`src/rtl/keydeb_pkg.sv`:
```
package keydeb_pkg;

    localparam int unsigned DEF_DIV  = 4;
    localparam int unsigned DEF_TERM = 1250000;

    // Index of each level counter in the request vector
    localparam int unsigned IDX_LOW  = 0;
    localparam int unsigned IDX_HIGH = 1;
    localparam int unsigned NUM_LVL  = 2;

    // Width needed to count 0 .. n-1 (at least one bit)
    function automatic int unsigned cnt_width(input int unsigned n);
        return (n < 2) ? 1 : $clog2(n);
    endfunction

    // Clean output state carried as one record
    typedef struct packed {
        logic level;
        logic change;
    } key_state_t;

    localparam key_state_t KEY_RESET = '{level: 1'b1, change: 1'b0};

endpackage

```
`src/rtl/keydeb_sync.sv`:
```
module keydeb_sync #(
    parameter int unsigned STAGES = 2
) (
    input  logic clk,
    input  logic rst,
    input  logic din,
    output logic dout
);
    logic [STAGES-1:0] chain_q;

    always_ff @(posedge clk) begin
        if (rst) begin
            chain_q <= '1;
        end else begin
            chain_q <= {chain_q[STAGES-2:0], din};
        end
    end

    assign dout = chain_q[STAGES-1];
endmodule

```
`src/rtl/keydeb_tick.sv`:
```
module keydeb_tick #(
    parameter int unsigned DIV = keydeb_pkg::DEF_DIV
) (
    input  logic clk,
    input  logic rst,
    output logic tick
);
    localparam int unsigned DW = keydeb_pkg::cnt_width(DIV);
    localparam logic [DW-1:0] LAST = DW'(DIV - 1);

    logic [DW-1:0] div_q;

    always_ff @(posedge clk) begin
        if (rst) begin
            div_q <= '0;
        end else if (div_q == LAST) begin
            div_q <= '0;
        end else begin
            div_q <= div_q + 1'b1;
        end
    end

    assign tick = (div_q == LAST);
endmodule

```
`src/rtl/keydeb_runcnt.sv`:
```
module keydeb_runcnt #(
    parameter bit          LEVEL = 1'b0,
    parameter int unsigned TERM  = keydeb_pkg::DEF_TERM
) (
    input  logic clk,
    input  logic rst,
    input  logic tick,
    input  logic smp,
    output logic hit
);
    localparam int unsigned CW = keydeb_pkg::cnt_width(TERM);
    localparam logic [CW-1:0] LAST = CW'(TERM - 1);

    logic [CW-1:0] run_q;
    logic          at_level;

    assign at_level = (smp == LEVEL);
    assign hit      = at_level && tick && (run_q == LAST);

    always_ff @(posedge clk) begin
        if (rst || !at_level) begin
            run_q <= '0;
        end else if (tick) begin
            if (run_q == LAST) begin
                run_q <= '0;
            end else begin
                run_q <= run_q + 1'b1;
            end
        end
    end
endmodule

```
`src/rtl/keydeb_top.sv`:
```
module keydeb_top
    import keydeb_pkg::*;
#(
    parameter int unsigned DIV  = DEF_DIV,
    parameter int unsigned TERM = DEF_TERM
) (
    input  logic clk,
    input  logic rst,
    input  logic key_raw_n,
    output logic key_clean_n,
    output logic key_change
);
    logic               smp_lvl;
    logic               smp_tick;
    logic [NUM_LVL-1:0] lvl_hit;
    key_state_t         st_q;

    keydeb_sync #(.STAGES(2)) u_sync (
        .clk  (clk),
        .rst  (rst),
        .din  (key_raw_n),
        .dout (smp_lvl)
    );

    keydeb_tick #(.DIV(DIV)) u_tick (
        .clk  (clk),
        .rst  (rst),
        .tick (smp_tick)
    );

    for (genvar gi = 0; gi < NUM_LVL; gi++) begin : g_run
        keydeb_runcnt #(
            .LEVEL (1'(gi)),
            .TERM  (TERM)
        ) u_run (
            .clk  (clk),
            .rst  (rst),
            .tick (smp_tick),
            .smp  (smp_lvl),
            .hit  (lvl_hit[gi])
        );
    end

    always_ff @(posedge clk) begin
        if (rst) begin
            st_q <= KEY_RESET;
        end else begin
            st_q.change <= 1'b0;
            if (lvl_hit[IDX_HIGH] && !st_q.level) begin
                st_q.level  <= 1'b1;
                st_q.change <= 1'b1;
            end else if (lvl_hit[IDX_LOW] && st_q.level) begin
                st_q.level  <= 1'b0;
                st_q.change <= 1'b1;
            end
        end
    end

    assign key_clean_n = st_q.level;
    assign key_change  = st_q.change;
endmodule

```
`config.mk`:
```
export PLATFORM = sky130hd
export DESIGN_NAME = keydeb_top
export DESIGN_NICKNAME = d
export VERILOG_FILES = /design/src/rtl/keydeb_pkg.sv /design/src/rtl/keydeb_sync.sv /design/src/rtl/keydeb_tick.sv /design/src/rtl/keydeb_runcnt.sv /design/src/rtl/keydeb_top.sv
export SDC_FILE = /design/constraint.sdc
export NUM_CORES = 1
export LEC_CHECK = 0
export BUFFER_PORTS_ARGS = -buffer_cell sky130_fd_sc_hd__buf_4
export CAP_MARGIN = 15
export CORE_ASPECT_RATIO = 1.4
export CORE_MARGIN = 4
export CORE_UTILIZATION = 45
export CTS_CLUSTER_SIZE = 40
export DETAILED_ROUTE_END_ITERATION = 12
export HOLD_SLACK_MARGIN = 0.08
export PLACE_DENSITY = 0.71
export SYNTH_ARGS = -nofsm -noshare
export SYNTH_HDL_FRONTEND = slang
export SYNTH_SLANG_ARGS = --single-unit
```
`constraint.sdc`:
```
create_clock -name clk -period 2.3 [get_ports clk]
set_input_delay 0.46 -clock clk [delete_from_list [all_inputs] [get_ports clk]]
set_output_delay 0.46 -clock clk [all_outputs]
set_load 0.02 [all_outputs]
```
==> results of run 1 <==
-- logic make-up after synthesis --
kind of cell	share of synthesized area [%]
and+or+nand+nor	31.7
DFF	43.7
AOI/OAI and AO/OA	9.44
xor gates and xnor gates	9.95
buffers and inverters	2.62
adders and majority gates	1.71
muxes	0.910
-- cells in the mapped netlist (2+ instances only) --
master | count | share of area [%]
nor4_1 | 2 | 0.57
xnor2_1 | 9 | 3.6
nand4_1 | 10 | 2.8
nand2_1 | 17 | 2.9
or4_1 | 2 | 0.68
xor2_1 | 16 | 6.4
nor3_1 | 4 | 0.91
or3_1 | 8 | 2.3
clkbuf_1 | 6 | 1.0
and3_1 | 7 | 2.0
o21ai_0 | 10 | 2.3
buf_2 | 4 | 0.91
or4_2 | 2 | 0.80
nand3_1 | 13 | 3.0
a21oi_1 | 15 | 3.4
ha_1 | 3 | 1.7
and2_1 | 2 | 0.57
mux2i_1 | 2 | 0.91
nor2_1 | 29 | 4.9
or4_4 | 2 | 1.0
or2_2 | 3 | 0.85
nor4b_1 | 3 | 1.2
and4_1 | 9 | 3.6
o31ai_1 | 5 | 1.7
inv_1 | 2 | 0.34
dfxtp_1 | 48 | 44
-- sequential cells by signal, summed over array words and instances (netlist names) --
register           flops
g_run.u_run.run_q     42
key_change             1
key_clean_n            1
u_sync.chain_q         2
u_tick.div_q           2
-- where the power goes --
part           switching, W  leakage (nW)  internal (W)
clock              0.000265        0.0455      0.000246
sequential       0.00000430         0.388      0.000838
combinational     0.0000207         0.353     0.0000169
-- layer usage --
| metal | part of all wire, % | routed length (um) |
|---|---|---|
| met1 | 41 | 1720 |
| met5 | 0 | 0 |
| met2 | 53 | 2220 |
| met3 | 2.3 | 94 |
| met4 | 2.8 | 118 |
-- cell type report --
class,instances,area share [%]
Clock buffer,8,3.75
Tap cell,62,3.23
Inverter,2,0.313
Multi-Input combinational cell,187,49.2
Sequential cell,48,40.0
Timing Repair Buffer,11,3.44
-- worst max path at each step --
stage,from,to,slack (ns),depth (start not counted)
2_1_floorplan,u_tick.div_q[0]$_SDFF_PP0_,g_run[0].u_run.run_q[19]$_SDFFE_PP0N_,0.48,5
3_3_place_gp,u_tick.div_q[0]$_SDFF_PP0_,g_run[1].u_run.run_q[17]$_SDFFE_PP0N_,0.47,6
3_5_place_dp,u_tick.div_q[0]$_SDFF_PP0_,g_run[1].u_run.run_q[17]$_SDFFE_PP0N_,0.40,6
4_1_cts,u_tick.div_q[0]$_SDFF_PP0_,g_run[1].u_run.run_q[17]$_SDFFE_PP0N_,0.37,6
5_1_grt,u_tick.div_q[0]$_SDFF_PP0_,g_run[1].u_run.run_q[17]$_SDFFE_PP0N_,0.16,6
6_report,u_tick.div_q[0]$_SDFF_PP0_,g_run[1].u_run.run_q[17]$_SDFFE_PP0N_,0.40,6
-- cell usage in the layout (no fill, tap or decap), types with 3 or more instances in the layout --
cell / n
o31ai_1: 5
dfxtp_1: 48
nor2_1: 29
clkbuf_8: 6
or2_2: 3
nor3_1: 4
nand2_1: 17
and4_1: 9
ha_1: 3
and3_1: 7
xnor2_1: 9
nand4_1: 10
buf_4: 11
a21oi_1: 15
or3_1: 8
nand3_1: 13
nor4b_1: 3
o21ai_0: 9
xor2_1: 16
-- metrics by stage --
stage,total power (W),hold slack (ns),std cells
detailed placement,0.000900,0.413,310
CTS,0.00141,0.331,318
global placement,0.000899,0.405,310
floorplan,0.000888,0.389,248
global route,0.00145,0.342,318
finish,0.00139,0.339,318
==> flow_summary_export.csv, run 1 <==
group,metric,value,unit
run_status,status,"completed",
drt,via_per_inst,5.61,
yosys,synth_seq_cells,48,
yosys,synth_cells,248,
sta,rsz0062_at_grt,"no",
worst_hold_path,hold_depth,2,
clock_tree,cts_resized,0,
yosys,synth-async-reset-ratio,0,%
yosys,synthesis.area,2200,um2
cells_and_area,diodes,0,
placement,place_ws,0.396,ns
floorplanning,die-area,6090,um2
worst_setup_path,max_stage_delay,0.41,ns
yosys,ys_warn_count,0,
floorplanning,num_rows,29,
floorplanning,start_util,47.4,%
worst_setup_path,endpoint_kind,"flop",
worst_hold_path,hold_path_class,"input pin to flop",
drt,drtPass1Iterations,4,
drt,ant_nets,0,
worst_setup_path,reg2reg_depth,6,
worst_setup_path,required,2.53,ns
sta,drv_slew,0,
worst_setup_path,worstReg2RegEnd,"g_run[1].u_run.run_q[17]$_SDFFE_PP0N_",
worst_setup_path,r2r-start,"u_tick.div_q[0]$_SDFF_PP0_",
drt,via_count,1785,
sta,max_freq,526,MHz
drt,drc,0,
drt,drt_wl_total,4150,um
worst_setup_path,cp.arrival,2.13,ns
worst_hold_path,hold_end,"u_sync.chain_q[0]$_SDFF_PP1_",
sta,finalHoldViolations,0,
cells_and_area,num-fill-cells,488,
floorplanning,dieHeight,90.7,um
global_routing,grt.busiest_layer,"met2",
clock_tree,clock_latency,0.30,ns
sta,tightest_slew,0.427,ns
cells_and_area,ff_latch_area,961,um2
global_routing,gr-usage-all-layers,15.6,%
cells_and_area,multi_input_area,1180,um2
clock_tree,cts_setup_buffers,0,
sta,layout_setup_ws,0.399,ns
clock_tree,cts_max_level,2,
global_routing,met2_usage,27.5,%
worst_setup_path,rrSetupSlack,0.40,ns
floorplanning,die_w,67.1,um
clock_tree,cts-root-buf,"clkbuf_8",
yosys,yosys_most_used_dff,"dfxtp_1",
global_routing,grtUsageMet3,3.49,%
global_routing,use_met1,17.1,%
run,drv_cap,0,
cells_and_area,layout-drive-gt1-share,12.1,%
sta,relSlewSlack,71.6,%
cells_and_area,syn_to_final_growth,9.10,%
cells_and_area,final_cell_area,2400,um2
drt,drt-wirelength-per-cell,13.1,um
global_routing,grt_start_max_net_pins,22,
sta,period_share,82.6,%
clock_tree,clkTransAtPathRegs,0.08,ns
placement,detailed_place_hpwl,3050,um
floorplanning,core,4640,um2
yosys,synth.distinct_cells,41,
yosys,synth_fp_nets,254,
clock_tree,numClockSinks,48,
placement,post_dp_cell_area,2310,um2
sta,tns,0,ns
clock_tree,tritoncts,"built",
yosys,yosysSeqAreaShare,43.7,%
clock_tree,ctsHoldBuffers,0,
worst_setup_path,path_buf_inv,1,
clock_tree,cts_buffers,5,
pwr,power.leakage,0.786,nW
worst_setup_path,critPathSlowestCell,"or3_1",
pwr,ir_drop,0.411,mV
sta,finalClockSkew,0.00850,ns
placement,io_buffers,4,
worst_setup_path,crit_family,"simple AND/OR/NAND/NOR gates",
yosys,avgSynthCellArea,8.87,um2
sta,setup_viol,0,
drt,drt_iter0_markers,58,
global_routing,grt_pass1_vias,1752,
floorplanning,ios,5,
placement,routabilityCongestion,0.799,
global_routing,grt_pass1_wl,7470,um
worst_hold_path,hold_start,"key_raw_n",
worst_setup_path,cp_max_fo,7,
yosys,synth_edf_count,0,
worst_setup_path,cp_cell_sequence,"ha_1 -> buf_4 -> and4_1 -> nand4_1 -> or3_1 -> a21oi_1",
global_routing,grt-ovfl-total,0,
worst_setup_path,cp-start-kind,"flop",
cells_and_area,nets,261,
cells_and_area,final_util,51.7,%
pwr,p_per_area,579,nW/um2
global_routing,antenna_found_initial,0,
worst_setup_path,critPathKind,"flop to flop",
clock_tree,clk_path_buf_depth,2,
sta,min_period,1.90,ns
Power figures use the tool's default switching activity.
==> run 2: changes to the inputs <==
--- a/config.mk
+++ b/config.mk
@@ -5,6 +5,7 @@
 export SDC_FILE = /design/constraint.sdc
 export NUM_CORES = 1
 export LEC_CHECK = 0
+export ABC_AREA = 1
 export BUFFER_PORTS_ARGS = -buffer_cell sky130_fd_sc_hd__buf_4
 export CAP_MARGIN = 15
 export CORE_ASPECT_RATIO = 1.4
@@ -13,7 +14,7 @@
 export CTS_CLUSTER_SIZE = 40
 export DETAILED_ROUTE_END_ITERATION = 12
 export HOLD_SLACK_MARGIN = 0.08
-export PLACE_DENSITY = 0.71
+export PLACE_DENSITY = 0.7
 export SYNTH_ARGS = -nofsm -noshare
 export SYNTH_HDL_FRONTEND = slang
 export SYNTH_SLANG_ARGS = --single-unit
==> constraint.sdc (replaced) <==
create_clock -name clk -period 1.8 [get_ports clk]
set_input_delay 0.36 -clock clk [delete_from_list [all_inputs] [get_ports clk]]
set_output_delay 0.36 -clock clk [all_outputs]
set_load 0.02 [all_outputs]
==> run 2 against run 1 <==
Compared with the run above:
- maximum frequency rose by 16%
- clock-buffer cell count down 1
- flip-flop and latch count stayed put
- sequential share of layout area decreased by 7.2 points
- final area rose by 22%
- combinational power increased by 120%
- total power is 35% higher
- clock skew about the same
- first-iteration DRC count grew to 2.5 times the previous value
- via count up 42%
==> flow_summary_export.csv, run 2 <==
group,metric,value,unit
yosys,ys_warn_count,0,
worst_setup_path,critPathSlowestCell,"dfxtp_1",
cells_and_area,final_common_cell,"nand2_1",
cells_and_area,final_util,50.3,%
worst_setup_path,endpoint_kind,"flop",
clock_tree,clkTransAtPathRegs,0.09,ns
drt,drc,0,
sta,max_freq,609,MHz
sta,finalClockSkew,0.00860,ns
yosys,yosysSeqAreaShare,35.9,%
floorplanning,start_util,45.9,%
worst_setup_path,r2r-start,"g_run[0].u_run.run_q[0]$_SDFFE_PP0N_",
placement,io_buffers,4,
pwr,p_per_area,639,nW/um2
drt,drt_iter0_markers,147,
cells_and_area,reg_top3,"g_run.u_run.run_q: 42 flops, u_sync.chain_q: 2 flops, u_tick.div_q: 2 flops",
sta,finalHoldViolations,0,
yosys,synth_cells,417,
cells_and_area,diodes,0,
placement,place_ws,0.110,ns
global_routing,grt_pass1_wl,11000,um
drt,drt_wl_total,6410,um
clock_tree,clk_path_buf_depth,2,
sta,layout_setup_ws,0.158,ns
yosys,synth_seq_cells,48,
clock_tree,cts_buffers,5,
drt,via_count,2526,
yosys,avgSynthCellArea,6.41,um2
floorplanning,ios,5,
worst_setup_path,critPathKind,"flop to flop",
yosys,yosys_most_used_dff,"dfxtp_1",
worst_setup_path,cp-start-kind,"flop",
cells_and_area,final_cell_mix,"nand2_1 (99), nor2_1 (89), inv_1 (57), dfxtp_1 (48), nand3_1 (32)",
global_routing,antenna_found_initial,0,
yosys,synthesis.area,2670,um2
cells_and_area,largest_reg_flops,42,
sta,relSlewSlack,70.2,%
worst_hold_path,hold_start,"key_raw_n",
run_status,status,"completed",
clock_tree,tritoncts,"built",
sta,drv_slew,0,
run,drv_cap,0,
yosys,synth_top_area_share,35.9,%
yosys,yosys.area.top_type,"dfxtp_1",
floorplanning,die_w,73.1,um
clock_tree,clock_latency,0.31,ns
floorplanning,core,5820,um2
worst_setup_path,cp_max_fo,6,
global_routing,grt_pass1_vias,2541,
cells_and_area,syn_to_final_growth,9.50,%
worst_setup_path,required,2.01,ns
worst_setup_path,cp_common_cell,"nand2_1",
clock_tree,cts_setup_buffers,0,
global_routing,gr-usage-all-layers,19.1,%
yosys,synth_most_common_cell,"nand2_1",
clock_tree,numClockSinks,48,
drt,drt-wirelength-per-cell,12.7,um
sta,setup_viol,0,
yosys,synth_fp_nets,423,
floorplanning,die-area,7260,um2
clock_tree,cts_max_level,2,
worst_hold_path,hold_path_class,"input pin to flop",
cells_and_area,nets,439,
worst_setup_path,path_buf_inv,1,
worst_setup_path,max_stage_delay,0.38,ns
worst_setup_path,crit_family,"simple AND/OR/NAND/NOR gates",
yosys,synth.distinct_cells,27,
floorplanning,dieHeight,99.2,um
sta,rsz0062_at_grt,"no",
worst_setup_path,cp_cell_sequence,"ha_1 -> nand2_1 -> nor3_2 -> nand3_1 -> nand2_2 -> inv_1 -> nand2_1 -> nor2_1",
yosys,synth_common_cells,"nand2_1 (99), nor2_1 (89), inv_1 (57)",
yosys,synth.area.top_cells,"dfxtp_1 (36%), nand2_1 (14%), nor2_1 (12%)",
drt,ant_nets,0,
placement,detailed_place_hpwl,5050,um
drt,drtPass1Iterations,4,
pwr,power.leakage,1.11,nW
global_routing,grt-ovfl-total,0,
worst_setup_path,cp-startpoint,"g_run[0].u_run.run_q[0]$_SDFFE_PP0N_",
yosys,synth-async-reset-ratio,0,%
cells_and_area,regMostFlops,"g_run.u_run.run_q",
sta,tns,0,ns
clock_tree,ctsHoldBuffers,0,
worst_setup_path,cp.arrival,1.85,ns
sta,period_share,91.2,%
placement,routabilityCongestion,0.944,
global_routing,grt_start_max_net_pins,14,
sta,tightest_slew,0.443,ns
pwr,ir_drop,0.381,mV
cells_and_area,layout-drive-gt1-share,9.93,%
floorplanning,num_rows,33,
clock_tree,cts_resized,0,
clock_tree,cts-root-buf,"clkbuf_8",
drt,via_per_inst,5.02,
yosys,synth_edf_count,0,
sta,min_period,1.64,ns
run 2: cell count changes after synthesis, sizes merged, moves of 7 or more:
cell   delta
and3      -7
and4      -9
inv      +56
nand2    +87
nand3    +19
nor2     +69
nor3     +15
o21ai     -8
or3       -9
xnor2     -9
run 2: through the flow:
stage                     area, um2  total power, W  hold WS, ns  instances
final                          2930         0.00187        0.238        503
after global placement         2820         0.00118        0.399        496
after CTS                      2920         0.00189        0.231        503
after floorplan                2670         0.00115        0.389        417
after detailed placement       2820         0.00119        0.394        496
after global routing           2930         0.00193        0.238        503
run 2: layer usage:
layer | up-vias | routed length, um | global-route usage (%)
met5 | - | 0 | 0
met3 | 20 | 152 | 2.93
met4 | 0 | 265 | 10.2
met1 | 1131 | 2490 | 19.4
li1 | 1335 | - | -
met2 | 40 | 3510 | 35.9
run 2: final cells by class:
type	instances	area (um2)
clock buffer	7	96.3
fill	595	2890
tap	70	87.6
inverter	58	218
multi-input combinational	307	1470
sequential	48	961
timing repair buffer	13	97.6
run 2: power breakdown:
group / total (W) / leakage (nW) / internal (W) / switching (W)
clock network: 0.000708 / 0.0503 / 0.000343 / 0.000365
registers: 0.00108 / 0.388 / 0.00107 / 0.00000739
logic: 0.0000837 / 0.675 / 0.0000319 / 0.0000519
total: 0.00187 / 1.11 / 0.00145 / 0.000424
run 2: worst paths after layout:
check,to,slack (ns),depth (start not counted)
max,g_run[0].u_run.run_q[11]$_SDFFE_PP0N_,0.16,8
min,u_sync.chain_q[0]$_SDFF_PP1_,0.24,2
max reg2reg,g_run[0].u_run.run_q[11]$_SDFFE_PP0N_,0.16,8
min reg2reg,u_sync.chain_q[1]$_SDFF_PP1_,0.41,1
run 2: logic make-up (layout without fill, tap and decap cells):
logic type | Yosys count | count (layout) | synth area share (%)
and+or+nand+nor | 276 | 276 | 46.3
buffers and inverters | 62 | 78 | 9.45
DFF | 48 | 48 | 35.9
AOI/OAI and AO/OA | 18 | 18 | 3.60
xor gates and xnor gates | 10 | 10 | 3.28
adders and majority gates | 3 | 3 | 1.40
run 2: worst register-to-register path, cell delays in order (launching register included):
cell,delay [ns]
dfxtp_1,0.38
ha_1,0.18
nand2_1,0.15
nor3_2,0.22
nand3_1,0.15
nand2_2,0.16
inv_1,0.16
nand2_1,0.09
nor2_1,0.04
